`config.mk`:
```
export PLATFORM = sky130hd
export DESIGN_NAME = intarb_top
export DESIGN_NICKNAME = d
export VERILOG_FILES = /design/src/rtl/intarb_pkg.sv /design/src/rtl/fetch_guard.sv /design/src/rtl/dmem_guard.sv /design/src/rtl/edge_det.sv /design/src/rtl/status_reg.sv /design/src/rtl/take_arbiter.sv /design/src/rtl/intarb_top.sv
export SDC_FILE = /design/constraint.sdc
export NUM_CORES = 1
export LEC_CHECK = 0
export BUFFER_PORTS_ARGS = -buffer_cell sky130_fd_sc_hd__buf_2
export CAP_MARGIN = 20
export CELL_PAD_IN_SITES_DETAIL_PLACEMENT = 2
export CELL_PAD_IN_SITES_GLOBAL_PLACEMENT = 2
export CORE_ASPECT_RATIO = 1.25
export CORE_MARGIN = 3
export CORE_UTILIZATION = 21
export CTS_CLUSTER_SIZE = 14
export DETAILED_ROUTE_END_ITERATION = 8
export PLACE_DENSITY = 0.87
export SYNTH_ARGS = -nofsm -noshare
export SYNTH_HDL_FRONTEND = slang
export SYNTH_HIERARCHICAL = 1
export SYNTH_SLANG_ARGS = --single-unit
```
`constraint.sdc`:
```
create_clock -name clk -period 1.95 [get_ports clk]
set_clock_uncertainty 0.05 [all_clocks]
set_input_delay 0.0975 -clock clk [delete_from_list [all_inputs] [get_ports clk]]
set_output_delay 0.0975 -clock clk [all_outputs]
set_load 0.02 [all_outputs]
```
`src/rtl/intarb_pkg.sv`:
```
package intarb_pkg;
  // status register bit positions (software decodes these)
  localparam int SR_GIE  = 0;
  localparam int SR_ENX  = 1;
  localparam int SR_BUSY = 2;
  localparam int SR_XPND = 3;
  localparam int SR_ENT  = 4;
  localparam int SR_TPND = 5;
  localparam int SR_C    = 6;
  localparam int SR_HC   = 7;
  localparam int SR_W    = 8;

  // one-hot take bit positions
  localparam int TK_EXT = 0;
  localparam int TK_TMR = 1;
  localparam int TK_SW  = 2;
  localparam int TK_N   = 3;

  typedef enum logic [1:0] {
    SRC_NONE = 2'd0,
    SRC_EXT  = 2'd1,
    SRC_TMR  = 2'd2,
    SRC_SW   = 2'd3
  } src_e;
endpackage

```
`src/rtl/fetch_guard.sv`:
```
module fetch_guard #(
  parameter int AW = 16,
  parameter int DW = 8,
  parameter logic [AW-1:0] ROM_LAST = 16'h02FF
) (
  input  logic          clk,
  input  logic          rst_n,
  input  logic          fetch_valid,
  input  logic [AW-1:0] fetch_addr,
  input  logic [DW-1:0] rom_data,
  output logic [DW-1:0] opcode,
  output logic          illegal_fetch
);
  logic          beyond;
  logic [DW-1:0] op_d, op_q;
  logic          ill_d, ill_q;

  always_comb begin
    beyond = (fetch_addr > ROM_LAST);
    op_d   = op_q;
    if (fetch_valid) op_d = beyond ? '0 : rom_data;
    ill_d  = fetch_valid & beyond;
  end

  always_ff @(posedge clk or negedge rst_n) begin
    if (!rst_n) begin
      op_q  <= '0;
      ill_q <= 1'b0;
    end else begin
      if (fetch_valid) op_q <= op_d;
      ill_q <= ill_d;
    end
  end

  assign opcode        = op_q;
  assign illegal_fetch = ill_q;

  assert_illegal_zero_R2: assert property (@(posedge clk) disable iff (!rst_n)
    illegal_fetch |-> (opcode == '0));

  assert_legal_pass_R1: assert property (@(posedge clk) disable iff (!rst_n)
    (fetch_valid && fetch_addr <= ROM_LAST) |=> (opcode == $past(rom_data) && !illegal_fetch));
endmodule

```
`src/rtl/dmem_guard.sv`:
```
module dmem_guard #(
  parameter int DAW = 8,
  parameter int DW  = 8,
  parameter logic [DAW-1:0] RAM_LAST = 8'h2F,
  parameter logic [DAW-1:0] REG_BASE = 8'hE0
) (
  input  logic [DAW-1:0] dmem_addr,
  input  logic [DW-1:0]  rdata_raw,
  output logic [DW-1:0]  rdata
);
  logic mapped;

  always_comb begin
    mapped = (dmem_addr <= RAM_LAST) || (dmem_addr >= REG_BASE);
    rdata  = mapped ? rdata_raw : '1;
  end
endmodule

```
`src/rtl/edge_det.sv`:
```
module edge_det (
  input  logic clk,
  input  logic rst_n,
  input  logic pin,
  input  logic rising_sel,
  output logic evt
);
  logic prev_q;

  always_ff @(posedge clk or negedge rst_n) begin
    if (!rst_n) prev_q <= 1'b0;
    else        prev_q <= pin;
  end

  always_comb begin
    if (rising_sel) evt = pin & ~prev_q;
    else            evt = ~pin & prev_q;
  end
endmodule

```
`src/rtl/status_reg.sv`:
```
module status_reg
  import intarb_pkg::*;
(
  input  logic            clk,
  input  logic            rst_n,
  input  logic            we,
  input  logic [SR_W-1:0] wdata,
  input  logic            tmr_evt,
  input  logic            ext_evt,
  input  logic            hw_take,
  output logic [SR_W-1:0] sr_q
);
  logic [SR_W-1:0] sr_d;
  logic            upd;

  always_comb begin
    sr_d = we ? wdata : sr_q;
    if (hw_take) sr_d[SR_GIE]  = 1'b0;
    if (tmr_evt) sr_d[SR_TPND] = 1'b1;
    if (ext_evt) sr_d[SR_XPND] = 1'b1;
    upd = we | hw_take | tmr_evt | ext_evt;
  end

  always_ff @(posedge clk or negedge rst_n) begin
    if (!rst_n)   sr_q <= '0;
    else if (upd) sr_q <= sr_d;
  end

  assert_tmr_evt_wins_R6: assert property (@(posedge clk) disable iff (!rst_n)
    tmr_evt |=> sr_q[SR_TPND]);

  assert_ext_evt_wins_R6: assert property (@(posedge clk) disable iff (!rst_n)
    ext_evt |=> sr_q[SR_XPND]);

  assert_hw_clears_gie_R9: assert property (@(posedge clk) disable iff (!rst_n)
    hw_take |=> !sr_q[SR_GIE]);

  assert_hw_keeps_pend_R9: assert property (@(posedge clk) disable iff (!rst_n)
    (hw_take && !we) |=> (sr_q[SR_TPND] == $past(sr_q[SR_TPND]) || $past(tmr_evt)));
endmodule

```
`src/rtl/take_arbiter.sv`:
```
module take_arbiter
  import intarb_pkg::*;
#(
  parameter int VW = 16,
  parameter logic [VW-1:0] VEC_EXT = 16'h00F8,
  parameter logic [VW-1:0] VEC_TMR = 16'h00F4,
  parameter logic [VW-1:0] VEC_SW  = 16'h00F0
) (
  input  logic            boundary,
  input  logic            sw_req,
  input  logic [SR_W-1:0] sr,
  output logic [TK_N-1:0] take,
  output logic [VW-1:0]   vector,
  output logic            hw_take
);
  logic ext_req, tmr_req;
  src_e sel;

  always_comb begin
    ext_req = sr[SR_GIE] & sr[SR_ENX] & sr[SR_XPND];
    tmr_req = sr[SR_GIE] & sr[SR_ENT] & sr[SR_TPND];
    sel = SRC_NONE;
    if (boundary) begin
      if (ext_req)      sel = SRC_EXT;
      else if (tmr_req) sel = SRC_TMR;
      else if (sw_req)  sel = SRC_SW;
    end
  end

  always_comb begin
    take   = '0;
    vector = '0;
    unique case (sel)
      SRC_EXT: begin take[TK_EXT] = 1'b1; vector = VEC_EXT; end
      SRC_TMR: begin take[TK_TMR] = 1'b1; vector = VEC_TMR; end
      SRC_SW:  begin take[TK_SW]  = 1'b1; vector = VEC_SW;  end
      default: ;
    endcase
    hw_take = (sel == SRC_EXT) || (sel == SRC_TMR);
  end
endmodule

```
`src/rtl/intarb_top.sv`:
```
module intarb_top
  import intarb_pkg::*;
#(
  parameter int AW  = 16,
  parameter int DW  = 8,
  parameter int DAW = 8,
  parameter logic [AW-1:0]  ROM_LAST = 16'h02FF,
  parameter logic [DAW-1:0] RAM_LAST = 8'h2F,
  parameter logic [DAW-1:0] REG_BASE = 8'hE0
) (
  input  logic            clk,
  input  logic            rst_n,
  input  logic            fetch_valid,
  input  logic [AW-1:0]   fetch_addr,
  input  logic [DW-1:0]   rom_data,
  output logic [DW-1:0]   opcode,
  output logic            illegal_fetch,
  input  logic [DAW-1:0]  dmem_addr,
  input  logic [DW-1:0]   dmem_rdata_raw,
  output logic [DW-1:0]   dmem_rdata,
  input  logic            ext_pin,
  input  logic            ext_rising,
  input  logic            timer_event,
  input  logic            psw_we,
  input  logic [SR_W-1:0] psw_wdata,
  output logic [SR_W-1:0] psw_q,
  input  logic            insn_boundary,
  input  logic            sw_trap_req,
  output logic [TK_N-1:0] take,
  output logic [AW-1:0]   vector
);
  logic ext_evt;
  logic hw_take;

  fetch_guard #(.AW(AW), .DW(DW), .ROM_LAST(ROM_LAST)) u_fetch (
    .clk(clk), .rst_n(rst_n), .fetch_valid(fetch_valid), .fetch_addr(fetch_addr),
    .rom_data(rom_data), .opcode(opcode), .illegal_fetch(illegal_fetch));

  dmem_guard #(.DAW(DAW), .DW(DW), .RAM_LAST(RAM_LAST), .REG_BASE(REG_BASE)) u_dmem (
    .dmem_addr(dmem_addr), .rdata_raw(dmem_rdata_raw), .rdata(dmem_rdata));

  edge_det u_edge (
    .clk(clk), .rst_n(rst_n), .pin(ext_pin), .rising_sel(ext_rising), .evt(ext_evt));

  status_reg u_sr (
    .clk(clk), .rst_n(rst_n), .we(psw_we), .wdata(psw_wdata), .tmr_evt(timer_event),
    .ext_evt(ext_evt), .hw_take(hw_take), .sr_q(psw_q));

  take_arbiter #(.VW(AW)) u_arb (
    .boundary(insn_boundary), .sw_req(sw_trap_req), .sr(psw_q),
    .take(take), .vector(vector), .hw_take(hw_take));

  assert_take_onehot_R7: assert property (@(posedge clk) disable iff (!rst_n)
    $onehot0(take));

  assert_sw_yields_R8: assert property (@(posedge clk) disable iff (!rst_n)
    take[TK_SW] |-> !(psw_q[SR_GIE] && ((psw_q[SR_ENX] && psw_q[SR_XPND]) ||
                                        (psw_q[SR_ENT] && psw_q[SR_TPND]))));

  assert_sw_keeps_gie_R10: assert property (@(posedge clk) disable iff (!rst_n)
    (take[TK_SW] && !psw_we) |=> (psw_q[SR_GIE] == $past(psw_q[SR_GIE])));

  assert_idle_no_take_R11: assert property (@(posedge clk) disable iff (!rst_n)
    !insn_boundary |-> (take == '0));
endmodule

```
==> Word-level counts from Yosys, hierarchy flattened <==
Index checks and enable logic that the tools add are counted.
{ "op_classes": {"muxes": 15, "n_reduce_logical": 9, "order_cmp": 3, "bitwise": 12, "eq_ne": 3} }
{ "ops": {"columns": ["operator", "count"], "rows": [
  ["$pmux 8 s3", 1],
  ["$gt 16x10->1 const B", 1],
  ["$mux 8", 2],
  ["$ge 8x8->1 const B", 1],
  ["$le 8x6->1 const B", 1],
  ["$mux 2", 4],
  ["$reduce_and 2->1", 4],
  ["$and 1x1->1", 7],
  ["$mux 1", 7],
  ["$mux 6", 1],
  ["$reduce_bool 2->1", 3],
  ["$eq 2x2->1 const B", 2],
  ["$or 1x1->1", 3],
  ["$eq 2x1->1 const B", 1],
  ["$logic_or 1x1->1", 2],
  ["$not 1->1", 2]
]} }
{ "word_totals": {"word_cells": 49, "out_inout_bits": 44, "inputBits": 57, "register_bits": 18} }

==> Longest topological paths before layout <==
Gate-level depths: netlist of run 1.
{ "depth": {"ltp_word": 11, "ltp_mapped": 5, "mapped_depth_nobuf": 5} }

==> Cells and area by module <==
The synthesis of run 1 kept the hierarchy.
{ "by_module_without_submodules": {"columns": ["mod", "cells_per_inst", "instances", "seq_area_each_um2", "area_each_um2"], "rows": [
  ["fetch_guard", 40, 1, 225.2, 466.7],
  ["status_reg", 20, 1, 200.2, 320.3],
  ["take_arbiter", 29, 1, 0.0, 221.5],
  ["dmem_guard", 11, 1, 0.0, 102.6],
  ["edge_det", 4, 1, 25.0, 47.5]
]} }

==> Least setup slack after synthesis of run 1 <==
Ideal clock, no wire load.
{ "synth_timing": {"path_kind": "register -> output", "startpoint": "register u_sr.sr_q[0]", "endpoint": "output vector[5]", "stages_incl_launch_ff": 6, "n_path_buf": 1, "arrival_time_ps": 1448, "setup_slack_ps": 354, "required_ps": 1803, "cell_sequence": "dfrtp_1 > and4_4 > a31oi_1 > ha_1 > inv_1 > buf_4"} }
{ "synth_between": {"elab_chain_len": 7, "word_cells_on_any_way": 11, "cone_classes": "3 x eq/ne; 4 x mux; 4 x bitwise"} }
{ "synth_rtl": {"columns": ["item", "line_no", "text"], "rows": [
  ["start, declared", "status_reg.sv:11", "output logic [SR_W-1:0] sr_q"],
  ["start signal, assigned", "status_reg.sv:26", "else if (upd) sr_q <= sr_d;"],
  ["$and 1x1->1 (2 in series)", "take_arbiter.sv:21", "tmr_req = sr[SR_GIE] & sr[SR_ENT] & sr[SR_TPND];"],
  ["$mux 2", "take_arbiter.sv:25", "else if (tmr_req) sel = SRC_TMR;"],
  ["$mux 2 *", "take_arbiter.sv:24", "if (ext_req) sel = SRC_EXT;"],
  ["$mux 2 *", "take_arbiter.sv:23", "if (boundary) begin"],
  ["$eq 2x2->1 / $eq 2x1->1 (equally long branches)", "take_arbiter.sv:33", "unique case (sel)"],
  ["$pmux 8 s3 *", "take_arbiter.sv:33", null],
  ["end, declared", "intarb_top.sv:30", "output logic [AW-1:0] vector"]
]} }
Mark *: on every way between the ends. The rest lies on a longest branch, timed or not.

==> Worst setup path after layout of run 1 <==
{ "layout_timing": {"startpoint": "register u_sr.sr_q[3]", "endpoint": "output vector[6]"} }
{ "layout_between": {"elab_chain_len": 5, "word_cells_on_any_way": 7, "cone_classes": "3 x eq/ne; 3 x mux; 1 x bitwise"} }
{ "layout_rtl": {"columns": ["item", "line_no", "text"], "rows": [
  ["$and 1x1->1 *", "take_arbiter.sv:20", "ext_req = sr[SR_GIE] & sr[SR_ENX] & sr[SR_XPND];"],
  ["$mux 2 *", "take_arbiter.sv:24", null],
  ["$mux 2 *", "take_arbiter.sv:23", null],
  ["$eq 2x2->1 / $eq 2x1->1 (equally long branches)", "take_arbiter.sv:33", null],
  ["$pmux 8 s3 *", "take_arbiter.sv:33", null]
]} }
Marked as above.

==> flow_summary.ini, run 1 <==
[timing]
post-route-min-period_ps = 1676
grt_setup_unrepaired = false
setup_ws_ps = 273.9
slew_viol_final = 0
final_hold_viol_count = 0
post-route-period-util = 0.8595
final.setup.tns_ps = 0
max_clock_freq_mhz = 596.6
finalSetupViolCount = 0

[cells_and_area]
fillers = 611
drive_above_1_share = 0.5787
ff_latch_area_sq_um = 450.4
final_core_util = 0.3077
multi_input_area_sq_um = 545.5
syn2layout_area_growth_pct = 37.80
diodes = 0
final_cells = 240
finalNetCount = 239

[power]
p_leak_nw = 0.8277
vdd_drop_max_mv = 0.3307
netSwitchingPower_mw = 0.3160
power_density_nw_per_um2 = 625.9
p_seq_frac = 0.409
combPwrFrac = 0.277
finalPower_mw = 0.9993
clkPwrFrac = 0.313
internal_power_mw = 0.6833
sw_frac_of_total = 0.3162

[global_route]
grt_first_pass_wirelength_microns = 5547
grt_pass1_vias = 1207
overflow = 0
antenna_found_initial = 0
grtUsageTotal = 0.1086
grt_max_degree = 19

[logic_synthesis]
yosysMostFrequentCell = dfrtp_1
ys_types = 32
synthTopCellsByCount = dfrtp_1 (18), buf_4 (15), inv_1 (10)
synthArstFlopShare = 1.000
netlist.area_leader.share = 0.3888
syn_area_per_cell_sq_um = 11.14
netlist_area_sq_um = 1159
synth-seq-area-share = 0.3888
yosys.area.top_type = dfrtp_1
synth_cells = 104
synth_edf_count = 0
ys_seq_elements = 18
yosysWarnings = 6
ys.flop_type = dfrtp_1
ys_top_cells_by_area = dfrtp_1 (39%), o32ai_2 (11%), buf_4 (9.7%), o21bai_1 (5.2%), mux2_2 (3.9%)

[setup_path]
critPathCaptureType = output pin
path_delay_family = flip-flops
path_cells = and4_4 > a31oi_1 > ha_1 > inv_1 > buf_2
worstPathBufferInverterCount = 2
cp-start-kind = register
critPathMaxStageDelay_ps = 410
cpMaxStageDelayCell = dfrtp_1
cp_data_required_time_ps = 1800
cp_max_fo = 4
path_class = register to output pin
worstPathArrival_ps = 1530

[floorplanning]
die_w_microns = 72.44
die_y_microns = 89.05
start_util = 0.2233
io_pins = 101
fp.coreArea_sq_um = 5189
rows = 29
dieArea_sq_um = 6450

[clock_network]
clkTransAtPathRegs_ps = 70
cts_resized = 0
numClockSinks = 18
clock_latency_ps = 260
cts_tree = yes
cts-root-buf = clkbuf_8
h-tree-depth = 1
post_cts_buffers = 0
numCtsBuffers = 3
cts_max_path_buffers = 2

[detailed_routing]
routedWlPerCell_microns = 14.23
num_vias = 1068
drcViolationCount = 0
drt-total-wl_microns = 3414
first_iter_violations = 8
final_antenna_net_count = 0
vias_per_cell = 4.450
drt_first_pass_iters = 2

[placement]
gp_congestion = 0.6315
hpwl_microns = 2781
post-place-cells = 232
pre_cts_ws_ps = 517.9
numPortBuffers = 78

[outcome]
status = finished, final reports clean

[flow_run]
drv_cap = 0

[min_path]
worst_hold_path_type = primary input to register
[final timing paths]
check	start	to	slack, ps	depth (start not counted)
max in group asynchronous	rst_n	u_sr/sr_q[6]$_DFFE_PN0P_	1300	2
hold reg to reg	u_sr/sr_q[7]$_DFFE_PN0P_	u_sr/sr_q[7]$_DFFE_PN0P_	460	1
hold / removal	psw_wdata[5]	u_sr/sr_q[5]$_DFFE_PN0P_	10	2
setup reg to reg	u_sr/sr_q[0]$_DFFE_PN0P_	u_sr/sr_q[0]$_DFFE_PN0P_	560	5
setup / recovery	u_sr/sr_q[3]$_DFFE_PN0P_	vector[6]	270	5
min in group asynchronous	rst_n	u_edge/prev_q$_DFF_PN0_	250	2
[layout make-up]
class / instances / area share
multi-input combinational: 64 / 0.3417
sequential: 18 / 0.2821
timing repair buffer: 82 / 0.2696
tap: 62 / 0.04859
clock buffer: 4 / 0.03448
inverter: 10 / 0.02351
[placed cells by master, fill, tap and decap left out]
master / Yosys / routed
a31o_2: 1 / 1
or4_4: 1 / 1
a211oi_4: 1 / 1
mux2i_1: 1 / 1
dfrtp_1: 18 / 18
conb_1: 1 / 10
buf_2: 1 / 78
a31oi_1: 1 / 1
nand3b_1: 1 / 1
o211a_1: 1 / 1
ha_1: 3 / 3
a211o_1: 3 / 3
nand2_1: 8 / 8
o211ai_1: 1 / 1
inv_1: 10 / 10
and3_4: 1 / 1
mux2_2: 4 / 4
o32ai_2: 8 / 8
o21a_1: 1 / 1
and4_4: 1 / 1
nor2_1: 1 / 1
o21bai_1: 8 / 8
nor2b_2: 2 / 2
o21ai_2: 1 / 1
mux2_4: 1 / 1
dlygate4sd3_1: 0 / 4
nand3_1: 2 / 2
nand2b_1: 1 / 1
clkbuf_8: 0 / 4
and3_1: 1 / 1
[cells by family (layout without fill, tap and decap cells)]
| logic type | Yosys count | in the layout | share of synthesized area |
|---|---|---|---|
| buf+inv | 31 | 96 | 0.1695 |
| flops | 18 | 18 | 0.3888 |
| mux | 6 | 6 | 0.06047 |
| fa+ha+maj | 3 | 3 | 0.03240 |
| simple gates | 19 | 19 | 0.09936 |
| compound gates | 26 | 26 | 0.2462 |
| other cells | 1 | 10 | 0.003237 |
[power groups by stage]
| stage | sequential, mW | combinational, mW | clock [mW] |
|---|---|---|---|
| 2_1_floorplan | 0.438 | 0.170 | 0 |
| 3_5_place_dp | 0.418 | 0.276 | 0 |
| 4_1_cts | 0.410 | 0.283 | 0.326 |
| 5_1_grt | 0.414 | 0.305 | 0.340 |
| 6_report | 0.409 | 0.277 | 0.313 |
| 3_3_place_gp | 0.416 | 0.267 | 0 |
[metrics by stage]
step	cell area, sq um	hold WS (ps)
after floorplan	1192	-248.1
after global placement	1501	15.02
after detailed placement	1501	10.30
after CTS	1597	7.570
after global routing	1597	11.29
final	1597	13.55
[flip-flops by register name, summed over array words and instances, names as in the netlist]
register and cells:
u_fetch/illegal_fetch 1, u_edge/prev_q 1, u_sr/sr_q 8, u_fetch/opcode 8
[metal layers]
metal / part of all wire / track usage / wire length [microns] / vias up
li1: - / - / - / 486
met1: 0.37 / 0.1149 / 1262 / 506
met2: 0.47 / 0.1947 / 1589 / 72
met3: 0.15 / 0.04274 / 509 / 4
met4: 0.015 / 0.04027 / 52 / 0
met5: 0 / 0 / 0 / -
[timing repair]
action / in CTS / in global routing
hold buffers: 4 / 0
hold endpoints to repair: 21 / 0
endpoints found under the setup margin: 0 / 0
(Power assumes the default switching activity.)
==> run 2, diff against run 1 <==
--- a/config.mk
+++ b/config.mk
@@ -10,7 +10,7 @@
 export CELL_PAD_IN_SITES_DETAIL_PLACEMENT = 2
 export CELL_PAD_IN_SITES_GLOBAL_PLACEMENT = 2
 export CORE_ASPECT_RATIO = 1.25
-export CORE_MARGIN = 3
+export CORE_MARGIN = 10
 export CORE_UTILIZATION = 21
 export CTS_CLUSTER_SIZE = 14
 export DETAILED_ROUTE_END_ITERATION = 8
==> run 2 against run 1 <==
Fmax is essentially flat. Power is essentially flat. Global-route usage shrank 2.4 points. Routed wire length grew 12%. Flip-flop and latch count is the same. Non-clock buffer count is the same. Die area grew 38%. Count of clock-buffer cells in the layout is the same. Hold slack lost 1.5 ps. Clock power is essentially flat. Sequential share of layout area is essentially flat. Critical endpoint is now vector[7].
==> flow_summary.ini, run 2 (synthesis results as in run 1) <==
[cells_and_area]
layout_commonest_cell = buf_2
fillers = 649
final_core_util = 0.2958
diodes = 0
drive_above_1_share = 0.5787
final_cell_area_sq_um = 1599
syn2layout_area_growth_pct = 38.01
final_cell_mix = buf_2 (78), dfrtp_1 (18), inv_1 (10), conb_1 (10)
finalNetCount = 239
final_cells = 242

[flow_run]
drv_cap = 0

[detailed_routing]
drt_first_pass_iters = 3
drt-total-wl_microns = 3816
vias_per_cell = 4.339
routedWlPerCell_microns = 15.77
final_antenna_net_count = 0
num_vias = 1050
first_iter_violations = 7
drcViolationCount = 0

[setup_path]
path_class = register to output pin
cp-start-kind = register
worstPathArrival_ps = 1530
critPathCaptureType = output pin
cp_data_required_time_ps = 1800
cp_max_fo = 6

[placement]
postPlaceCellArea_sq_um = 1504
pre_cts_ws_ps = 543.0
post-place-cells = 234
numPortBuffers = 78
gp_congestion = 0.7625
hpwl_microns = 3220

[floorplanning]
dieArea_sq_um = 8907
die_y_microns = 103.0
die_w_microns = 86.44
rows = 30
io_pins = 101
fp.coreArea_sq_um = 5405
start_util = 0.2144

[clock_network]
numClockSinks = 18
cts_tree = yes
numCtsBuffers = 3
cts-root-buf = clkbuf_8
cts_max_path_buffers = 2
cts_resized = 0
clock_latency_ps = 250
clkTransAtPathRegs_ps = 70
h-tree-depth = 1

[global_route]
overflow = 0
grtUsageTotal = 0.08485
grt_max_degree = 19
grt_first_pass_wirelength_microns = 6051
antenna_found_initial = 1
grt_pass1_vias = 1156

[timing]
grt_setup_unrepaired = false
whs_ps = 12.04
finalSetupViolCount = 0
final.setup.tns_ps = 0
slew_viol_final = 0
post-route-period-util = 0.8591
max_clock_freq_mhz = 597.0
final_hold_viol_count = 0
setup_ws_ps = 274.8
post-route-min-period_ps = 1675

[power]
power_density_nw_per_um2 = 624.5
vdd_drop_max_mv = 0.2289
p_leak_nw = 0.8277
finalPower_mw = 0.9985

[min_path]
worst_hold_path_type = primary input to register

[outcome]
status = finished, final reports clean
-- run 2: critical path: stages (launching register included) --
cell	delay, ps
dfrtp_1	440
and4_4	190
a31oi_1	240
ha_1	190
inv_1	60
buf_2	160
-- run 2: repair_timing --
| action | 4_1_cts | 5_1_grt |
|---|---|---|
| hold endpoints to repair | 21 | 0 |
| hold buffers | 4 | 0 |
| buffers inserted | 0 | 0 |
-- run 2: path summary, 6_finish.rpt --
path | startpoint | endpoint | slack, ps | cells after the start
worst max-delay path | u_sr/sr_q[0]$_DFFE_PN0P_ | vector[7] | 270 | 5
worst min-delay path | psw_wdata[5] | u_sr/sr_q[5]$_DFFE_PN0P_ | 10 | 2
worst max register to register | u_sr/sr_q[0]$_DFFE_PN0P_ | u_sr/sr_q[0]$_DFFE_PN0P_ | 550 | 5
worst min register to register | u_sr/sr_q[6]$_DFFE_PN0P_ | u_sr/sr_q[6]$_DFFE_PN0P_ | 460 | 1
max in group asynchronous | rst_n | u_sr/sr_q[1]$_DFFE_PN0P_ | 1290 | 2
min in group asynchronous | rst_n | u_fetch/opcode[2]$_DFFE_PN0P_ | 260 | 2
-- run 2: cell type report --
type,instances,area [sq um],area share
clock buffer,4,55.05,0.03443
inverter,10,37.54,0.02347
multi-input combinational,64,545.5,0.3412
sequential,18,450.4,0.2817
tap,64,80.08,0.05008
timing repair buffer,82,430.4,0.2692
-- run 2: report_power, final --
part / total (mW) / switching [mW] / internal, mW
Sequential: 0.409 / 0.0156 / 0.393
Clock: 0.311 / 0.131 / 0.180
Combinational: 0.279 / 0.169 / 0.110
Total: 0.999 / 0.315 / 0.683
-- run 2: metal layers --
layer	vias up	GRT usage	share of wire
met5	-	0	0
met4	0	0.02622	0.0073
met3	4	0.05375	0.15
met2	68	0.1371	0.47
met1	491	0.08881	0.37
li1	487	-	-
